## config.mk

```make
export PLATFORM = sky130hd
export DESIGN_NAME = fp32_addsub
export DESIGN_NICKNAME = d
export VERILOG_FILES = /design/src/rtl/fp32_addsub_pkg.sv /design/src/rtl/fp32_addsub_lzc.sv /design/src/rtl/fp32_addsub_ctrl.sv /design/src/rtl/fp32_addsub_dp.sv /design/src/rtl/fp32_addsub.sv
export SDC_FILE = /design/constraint.sdc
export NUM_CORES = 1
export LEC_CHECK = 0
export BUFFER_PORTS_ARGS = -buffer_cell sky130_fd_sc_hd__buf_2
export CAP_MARGIN = 0
export CORE_ASPECT_RATIO = 0.75
export CORE_MARGIN = 2
export CORE_UTILIZATION = 50
export DETAILED_ROUTE_END_ITERATION = 7
export HOLD_SLACK_MARGIN = 0.02
export PLACE_DENSITY = 0.71
export SETUP_SLACK_MARGIN = 0.2
export SLEW_MARGIN = 20
export SYNTH_ARGS = -nofsm -noshare
export SYNTH_HDL_FRONTEND = slang
export SYNTH_SLANG_ARGS = --single-unit
```

## constraint.sdc

```tcl
create_clock -name clk -period 8.87 [get_ports clk]
set_input_delay 0 -clock clk [delete_from_list [all_inputs] [get_ports clk]]
set_output_delay 0 -clock clk [all_outputs]
set_load 0.1 [all_outputs]
```

## src/rtl/fp32_addsub_pkg.sv

```systemverilog
package fp32_addsub_pkg;
  localparam int EXP_W  = 8;
  localparam int FRAC_W = 23;
  localparam int WORD_W = 1 + EXP_W + FRAC_W;
  localparam int SIG_W  = FRAC_W + 1;
  localparam int EXT_W  = SIG_W + 3;
  localparam int SUM_W  = EXT_W + 1;
  localparam int EXPI_W = EXP_W + 2;
  localparam int LZ_W   = $clog2(EXT_W + 1);
  localparam int SHL    = $clog2(EXT_W);
  localparam int NSTAGE = 6;

  localparam logic [EXP_W-1:0]  EXP_MAX = '1;
  localparam logic [WORD_W-1:0] QNAN    = {1'b0, EXP_MAX, 1'b1, {(FRAC_W-1){1'b0}}};

  typedef struct packed {
    logic [NSTAGE-1:0] load;
  } fpStrobe_t;

  typedef struct packed {
    logic invalid;
    logic divZero;
    logic overflow;
    logic underflow;
    logic inexact;
  } fpFlags_t;

  typedef enum logic [1:0] {SP_NONE, SP_NAN, SP_INF} spKind_t;

  typedef struct packed {
    spKind_t kind;
    logic    sign;
    logic    invalid;
  } spInfo_t;

  typedef struct packed {
    logic             sgnBig;
    logic             effSub;
    logic [EXP_W-1:0] expBig;
    logic [SIG_W-1:0] sigBig;
    logic [SIG_W-1:0] sigSmall;
    logic [EXP_W-1:0] shAmt;
    spInfo_t          sp;
  } s1_t;

  typedef struct packed {
    logic             sgnBig;
    logic             effSub;
    logic [EXP_W-1:0] expBig;
    logic [EXT_W-1:0] extBig;
    logic [EXT_W-1:0] extSmall;
    spInfo_t          sp;
  } s2_t;

  typedef struct packed {
    logic             sgn;
    logic [EXP_W-1:0] expBig;
    logic [SUM_W-1:0] sum;
    spInfo_t          sp;
  } s3_t;

  typedef struct packed {
    logic              sgn;
    logic [EXPI_W-1:0] expN;
    logic [EXT_W-1:0]  norm;
    spInfo_t           sp;
  } s4_t;

  typedef struct packed {
    logic              sgn;
    logic              isZero;
    logic [EXPI_W-1:0] expR;
    logic [FRAC_W-1:0] frac;
    logic              inexact;
    spInfo_t           sp;
  } s5_t;
endpackage

```

## src/rtl/fp32_addsub_lzc.sv

```systemverilog
module fp32_addsub_lzc #(
  parameter int W  = 27,
  parameter int CW = $clog2(W + 1)
) (
  input  logic [W-1:0]  vec,
  output logic [CW-1:0] cnt
);
  // Priority chain: the highest set bit is the last one to assign.
  always_comb begin
    cnt = CW'(W);
    for (int i = 0; i < W; i++) begin
      if (vec[i]) cnt = CW'(W - 1 - i);
    end
  end
endmodule

```

## src/rtl/fp32_addsub_ctrl.sv

```systemverilog
module fp32_addsub_ctrl
  import fp32_addsub_pkg::*;
(
  input  logic      clk,
  input  logic      rst,
  input  logic      inValid,
  output fpStrobe_t strobe,
  output logic      outValid
);
  logic [NSTAGE-1:0] vPipe;

  always_ff @(posedge clk) begin
    if (rst) vPipe <= '0;
    else     vPipe <= {vPipe[NSTAGE-2:0], inValid};
  end

  assign strobe.load = {vPipe[NSTAGE-2:0], inValid};
  assign outValid    = vPipe[NSTAGE-1];
endmodule

```

## src/rtl/fp32_addsub_dp.sv

```systemverilog
module fp32_addsub_dp
  import fp32_addsub_pkg::*;
(
  input  logic              clk,
  input  logic              rst,
  input  fpStrobe_t         strobe,
  input  logic [WORD_W-1:0] opA,
  input  logic [WORD_W-1:0] opB,
  input  logic              subSel,
  output logic [WORD_W-1:0] result,
  output fpFlags_t          flags
);
  s1_t s1d, s1q;
  s2_t s2d, s2q;
  s3_t s3d, s3q;
  s4_t s4d, s4q;
  s5_t s5d, s5q;
  logic [WORD_W-1:0] res6;
  fpFlags_t          flg6;

  // ---------------- stage 1: classify, order, exponent difference
  logic              sA, sB, zA, zB, nanA, nanB, infA, infB, aBig;
  logic [EXP_W-1:0]  eA, eB, eAz, eBz, dAB, dBA;
  logic [FRAC_W-1:0] fA, fB;
  logic [SIG_W-1:0]  sigA, sigB;

  assign sA = opA[WORD_W-1];
  assign sB = opB[WORD_W-1] ^ subSel;
  assign eA = opA[WORD_W-2:FRAC_W];
  assign eB = opB[WORD_W-2:FRAC_W];
  assign fA = opA[FRAC_W-1:0];
  assign fB = opB[FRAC_W-1:0];

  always_comb begin
    zA   = (eA == '0);
    zB   = (eB == '0);
    nanA = (eA == EXP_MAX) && (fA != '0);
    nanB = (eB == EXP_MAX) && (fB != '0);
    infA = (eA == EXP_MAX) && (fA == '0);
    infB = (eB == EXP_MAX) && (fB == '0);
    eAz  = zA ? '0 : eA;
    eBz  = zB ? '0 : eB;
    sigA = zA ? '0 : {1'b1, fA};
    sigB = zB ? '0 : {1'b1, fB};
    aBig = {eAz, sigA[FRAC_W-1:0]} >= {eBz, sigB[FRAC_W-1:0]};
    dAB  = eAz - eBz;
    dBA  = eBz - eAz;

    s1d.sgnBig   = aBig ? sA : sB;
    s1d.effSub   = sA ^ sB;
    s1d.expBig   = aBig ? eAz : eBz;
    s1d.sigBig   = aBig ? sigA : sigB;
    s1d.sigSmall = aBig ? sigB : sigA;
    s1d.shAmt    = aBig ? dAB : dBA;

    s1d.sp = '{kind: SP_NONE, sign: 1'b0, invalid: 1'b0};
    if (nanA || nanB) begin
      s1d.sp.kind = SP_NAN;
    end else if (infA && infB && (sA != sB)) begin
      s1d.sp.kind    = SP_NAN;
      s1d.sp.invalid = 1'b1;
    end else if (infA) begin
      s1d.sp.kind = SP_INF;
      s1d.sp.sign = sA;
    end else if (infB) begin
      s1d.sp.kind = SP_INF;
      s1d.sp.sign = sB;
    end
  end

  // ---------------- stage 2: right-shift alignment with sticky collection
  logic [EXT_W-1:0] shv [SHL+1];
  logic [SHL:0]     stk;
  logic             farShift;

  assign shv[0] = {s1q.sigSmall, 3'b000};
  assign stk[0] = 1'b0;

  for (genvar k = 0; k < SHL; k++) begin : g_align
    localparam int STEP = 1 << k;
    localparam logic [EXT_W-1:0] LOST = EXT_W'((1 << STEP) - 1);
    assign shv[k+1] = s1q.shAmt[k] ? (shv[k] >> STEP) : shv[k];
    assign stk[k+1] = stk[k] | (s1q.shAmt[k] & (|(shv[k] & LOST)));
  end

  assign farShift = |s1q.shAmt[EXP_W-1:SHL];

  always_comb begin
    s2d.sgnBig = s1q.sgnBig;
    s2d.effSub = s1q.effSub;
    s2d.expBig = s1q.expBig;
    s2d.extBig = {s1q.sigBig, 3'b000};
    s2d.extSmall = farShift ? {{(EXT_W-1){1'b0}}, |shv[0]}
                            : {shv[SHL][EXT_W-1:1], shv[SHL][0] | stk[SHL]};
    s2d.sp = s1q.sp;
  end

  // ---------------- stage 3: significand add or subtract
  logic [SUM_W-1:0] sumD;

  always_comb begin
    sumD = s2q.effSub ? ({1'b0, s2q.extBig} - {1'b0, s2q.extSmall})
                      : ({1'b0, s2q.extBig} + {1'b0, s2q.extSmall});
    s3d.sum    = sumD;
    s3d.expBig = s2q.expBig;
    s3d.sgn    = (sumD == '0) ? (~s2q.effSub & s2q.sgnBig) : s2q.sgnBig;
    s3d.sp     = s2q.sp;
  end

  // ---------------- stage 4: normalisation
  logic [LZ_W-1:0] lzCnt;

  fp32_addsub_lzc #(.W(EXT_W), .CW(LZ_W)) u_lzc (
    .vec (s3q.sum[EXT_W-1:0]),
    .cnt (lzCnt)
  );

  always_comb begin
    s4d.sgn = s3q.sgn;
    s4d.sp  = s3q.sp;
    if (s3q.sum[SUM_W-1]) begin
      s4d.norm = {s3q.sum[SUM_W-1:2], s3q.sum[1] | s3q.sum[0]};
      s4d.expN = {{(EXPI_W-EXP_W){1'b0}}, s3q.expBig} + EXPI_W'(1);
    end else begin
      s4d.norm = s3q.sum[EXT_W-1:0] << lzCnt;
      s4d.expN = {{(EXPI_W-EXP_W){1'b0}}, s3q.expBig} - EXPI_W'(lzCnt);
    end
  end

  // ---------------- stage 5: round to nearest, ties to even
  logic             lsb, grd, tail, roundUp;
  logic [SIG_W:0]   sigR;

  always_comb begin
    lsb     = s4q.norm[3];
    grd     = s4q.norm[2];
    tail    = |s4q.norm[1:0];
    roundUp = grd & (tail | lsb);
    sigR    = {1'b0, s4q.norm[EXT_W-1:3]} + {{SIG_W{1'b0}}, roundUp};

    s5d.sgn     = s4q.sgn;
    s5d.sp      = s4q.sp;
    s5d.inexact = grd | tail;
    s5d.isZero  = ~sigR[SIG_W] & ~sigR[FRAC_W];
    if (sigR[SIG_W]) begin
      s5d.expR = s4q.expN + EXPI_W'(1);
      s5d.frac = '0;
    end else begin
      s5d.expR = s4q.expN;
      s5d.frac = sigR[FRAC_W-1:0];
    end
  end

  // ---------------- stage 6: exception resolution
  logic expOvf, expUnf;

  always_comb begin
    expOvf = ~s5q.expR[EXPI_W-1] & (s5q.expR >= {{(EXPI_W-EXP_W){1'b0}}, EXP_MAX});
    expUnf = s5q.expR[EXPI_W-1] | (s5q.expR == '0);
    flg6   = '0;
    res6   = {s5q.sgn, {(WORD_W-1){1'b0}}};
    case (s5q.sp.kind)
      SP_NAN: begin
        res6         = QNAN;
        flg6.invalid = s5q.sp.invalid;
      end
      SP_INF: res6 = {s5q.sp.sign, EXP_MAX, {FRAC_W{1'b0}}};
      default: begin
        if (s5q.isZero) begin
          res6 = {s5q.sgn, {(WORD_W-1){1'b0}}};
        end else if (expOvf) begin
          res6          = {s5q.sgn, EXP_MAX, {FRAC_W{1'b0}}};
          flg6.overflow = 1'b1;
          flg6.inexact  = 1'b1;
        end else if (expUnf) begin
          res6           = {s5q.sgn, {(WORD_W-1){1'b0}}};
          flg6.underflow = 1'b1;
          flg6.inexact   = 1'b1;
        end else begin
          res6         = {s5q.sgn, s5q.expR[EXP_W-1:0], s5q.frac};
          flg6.inexact = s5q.inexact;
        end
      end
    endcase
  end

  // ---------------- stage registers
  always_ff @(posedge clk) begin
    if (rst) begin
      s1q    <= '0;
      s2q    <= '0;
      s3q    <= '0;
      s4q    <= '0;
      s5q    <= '0;
      result <= '0;
      flags  <= '0;
    end else begin
      if (strobe.load[0]) s1q <= s1d;
      if (strobe.load[1]) s2q <= s2d;
      if (strobe.load[2]) s3q <= s3d;
      if (strobe.load[3]) s4q <= s4d;
      if (strobe.load[4]) s5q <= s5d;
      if (strobe.load[5]) begin
        result <= res6;
        flags  <= flg6;
      end
    end
  end
endmodule

```

## src/rtl/fp32_addsub.sv

```systemverilog
module fp32_addsub
  import fp32_addsub_pkg::*;
(
  input  logic              clk,
  input  logic              rst,
  input  logic              inValid,
  input  logic [WORD_W-1:0] opA,
  input  logic [WORD_W-1:0] opB,
  input  logic              subSel,
  output logic              outValid,
  output logic [WORD_W-1:0] result,
  output logic [4:0]        flags
);
  fpStrobe_t strobe;
  fpFlags_t  dpFlags;

  fp32_addsub_ctrl u_ctrl (
    .clk      (clk),
    .rst      (rst),
    .inValid  (inValid),
    .strobe   (strobe),
    .outValid (outValid)
  );

  fp32_addsub_dp u_dp (
    .clk    (clk),
    .rst    (rst),
    .strobe (strobe),
    .opA    (opA),
    .opB    (opB),
    .subSel (subSel),
    .result (result),
    .flags  (dpFlags)
  );

  assign flags = dpFlags;
endmodule

```

==> flow_metrics.tcl <==
set metrics [dict create \
    outcome "finished, final reports clean" \
    hold_viol_final 0 \
    multiInputGateArea_sq_um 12200 \
    maxSlewViolCount 0 \
    dr_total_vias 18509 \
    syn_avg_cell_area_sq_um 7.94 \
    dp_cells 2883 \
    drt-pass1-iter-count 6 \
    die_area_sq_um 40300 \
    m1WireLength_um 29300 \
    cts_tree "built" \
    cts_buffers 31 \
    die_x_um 231 \
    ff_latch_area_sq_um 6010 \
    synth_fp_nets 2608 \
    r2r.worst_path.cells 13 \
    path_class "in2reg" \
    syn_area_sq_um 19400 \
    async_flop_share 0 \
    layout_commonest_cell "nor2_1" \
    grt_max_degree 114 \
    worstMarginPinSlew_ps 1030 \
    syn_to_final_growth_pct 13.5 \
    start_util 0.506 \
    crit_fanout 98 \
    h-tree-depth 1 \
    antenna_found_initial 1 \
    powerDensity_nw_per_um2 173 \
    gr-usage-all-layers 0.278 \
    wl_met3_um 4470 \
    top_layer_used "met5" \
    drive_above_1_share 0.0996 \
    worst_ep_arrival_time_ps 6120 \
    drt_iter0_markers 1774 \
    cellLeakagePower_nw 8.55 \
    io_pins 106 \
    cts_hold_buf 90 \
    grt_pass1_wl_um 91700 \
    dpl_worst_slack_ps 3720 \
    clk_latency_ps 590 \
    routed_wirelength_um 57500 \
    io_buffers 104 \
    ant_nets 0 \
    critPathCaptureType "register" \
    grt_setup_unrepaired "no" \
    wire_per_inst_um 19.0 \
    total_power_mw 3.79 \
    fin_skew_ps 17.1 \
    postPlaceCellArea_sq_um 19900 \
    synthTopCellsByArea "dfxtp_1 (31%), mux2i_1 (8.0%), nor2_1 (7.8%), ha_1 (6.3%), a211oi_1 (3.8%)" \
    ys_types 95 \
    ys_seq_elements 300 \
    routed_via_density 6.10 \
    max_freq_ghz 0.179 \
    yosysTopAreaCell "dfxtp_1" \
    cts_setup_buffers 0 \
    critPathRequiredTime_ps 9400 \
    cts_buffer_depth 3 \
    synth_top_area_frac 0.310 \
    synth_edf_count 0 \
    final_cell_mix "nor2_1 (404), dfxtp_1 (296), mux2i_1 (155), nand2_1 (140), a21oi_1 (135)" \
    finalSetupTns_ps 0 \
    gp_congestion 0.912 \
    nets 2664 \
    grt_overflow 0 \
    ctsResizeCount 0 \
    clock_sinks 300 \
    die_h_um 174 \
    relSlewSlack 0.315 \
    wl_met2_um 22700 \
    seq_area_frac_synth 0.310 \
    post-route-min-period_ps 5590 \
    fin_ws_ps 3280 \
    setup_violations 0 \
    maxCapViolations 0 \
    synthFlopType "dfxtp_1" \
    hpwl_um 41600 \
    start_kind "primary input" \
    min_delay_path_depth 2 \
    min_path_type "in2reg" \
    yosys_warnings 0 \
    drc 0 \
    num-fill-cells 3448 \
    fin_cells 3032 \
    clock-root-buffer "clkbuf_16" \
    synthCells 2438 \
    stdcell_area_sq_um 22000 \
    peakVddDrop_uv 168 \
    path_clk_slew_ps 60 \
    num_rows 62 \
    core-area_sq_um 38200 \
    post-route-period-util 0.631 \
    first_global_vias 16795 \
]
-- worst paths after layout --
path,start,endpoint,slack [ps]
worst min-delay path,rst,u_dp.s2q[0]$_SDFFE_PP0P_,20
worst max register to register,u_dp.s2q[34]$_SDFFE_PP0P_,u_dp.s3q[40]$_SDFFE_PP0P_,4720
worst min register to register,u_dp.flags[0]$_SDFFE_PP0P_,u_dp.flags[0]$_SDFFE_PP0P_,470
worst max-delay path,opA[27],u_dp.s1q[64]$_SDFFE_PP0P_,3280
-- worst max-delay path, cell delays in order --
cell	delay, ps
dlygate4sd3_1	550
buf_2	160
nor4_1	420
nand2_1	620
and2_1	430
ha_1	310
nand4_1	180
or3_1	400
a2111oi_0	450
o21ai_2	130
nand2_2	120
buf_4	730
a21oi_1	150
dlygate4sd3_1	590
a211oi_1	270
dlygate4sd3_1	580
-- where the power goes --
group | internal (mW) | switching [mW] | total, mW
Clock | 0.867 | 0.569 | 1.44
Sequential | 1.40 | 0.0695 | 1.47
Combinational | 0.354 | 0.535 | 0.889
-- layer usage --
metal,vias to the layer above,track usage
li1,8925,-
met1,8797,0.443
met2,710,0.387
met3,75,0.0471
met4,2,0.0503
met5,-,0
-- Yosys cell counts, types with 7 or more instances --
master,number
nand2_1,140
nand4_1,27
ha_1,98
and2_1,31
a21oi_1,135
nor2b_1,23
o21a_1,8
mux2_2,21
a221oi_1,13
o22ai_1,13
a311oi_1,40
or2_2,9
mux4_2,13
or3_1,9
xnor2_1,39
and4_1,8
dfxtp_1,300
a22oi_1,45
inv_1,101
nand3_1,89
a21o_1,15
clkbuf_1,144
buf_2,20
buf_1,20
nor3_1,53
mux2i_1,155
o21ai_1,8
a211oi_1,98
o21ai_0,87
nor2_1,404
a2111oi_0,7
nand2b_1,32
o31ai_1,10
nor4_1,35
xor2_1,22
and3_1,11
o211ai_1,12
a31oi_1,17
-- through the flow --
| step | hold slack, ps | util |
|---|---|---|
| 6_report | 24.6 | 0.574 |
| 3_3_place_gp | 307 | 0.521 |
| 4_1_cts | 26.8 | 0.574 |
| 2_1_floorplan | 173 | - |
| 3_5_place_dp | 318 | 0.521 |
| 5_1_grt | 56.4 | 0.574 |
-- sequential cells by signal, indices dropped and copies added, names as in the netlist --
signal / count
u_dp.s2q: 65
u_ctrl.vPipe: 6
u_dp.grd: 1
u_dp.s4q: 40
u_dp.lsb: 1
u_dp.s5q: 40
u_dp.s1q: 70
u_dp.result: 32
u_dp.flags: 4
u_dp.s3q: 41
-- logic make-up (layout without fill, tap and decap cells) --
family                   count (synthesis)  count (layout)  share of synthesized area
AND/OR/NAND/NOR                        898             898                      0.215
buffers and inverters                  297             378                     0.0610
flip-flops                             300             300                      0.310
multiplexers                           193             193                      0.110
AO/OA/AOI/OAI                          586             586                      0.208
other                                    1               2                   0.000194
adder cells (fa/ha/maj)                102             102                     0.0675
XOR/XNOR                                61              61                     0.0276
-- final cells by class --
| type | instances | area share |
|---|---|---|
| diodes | 1 | 0.000114 |
| clock buffers | 44 | 0.0417 |
| clock inverters | 14 | 0.0104 |
| inverters | 106 | 0.0182 |
| multi-input cells | 1841 | 0.555 |
| flip-flops and latches | 300 | 0.274 |
| well taps | 512 | 0.0292 |
| repair buffers | 214 | 0.0721 |
Note: power is estimated with default switching activity, not from simulation.
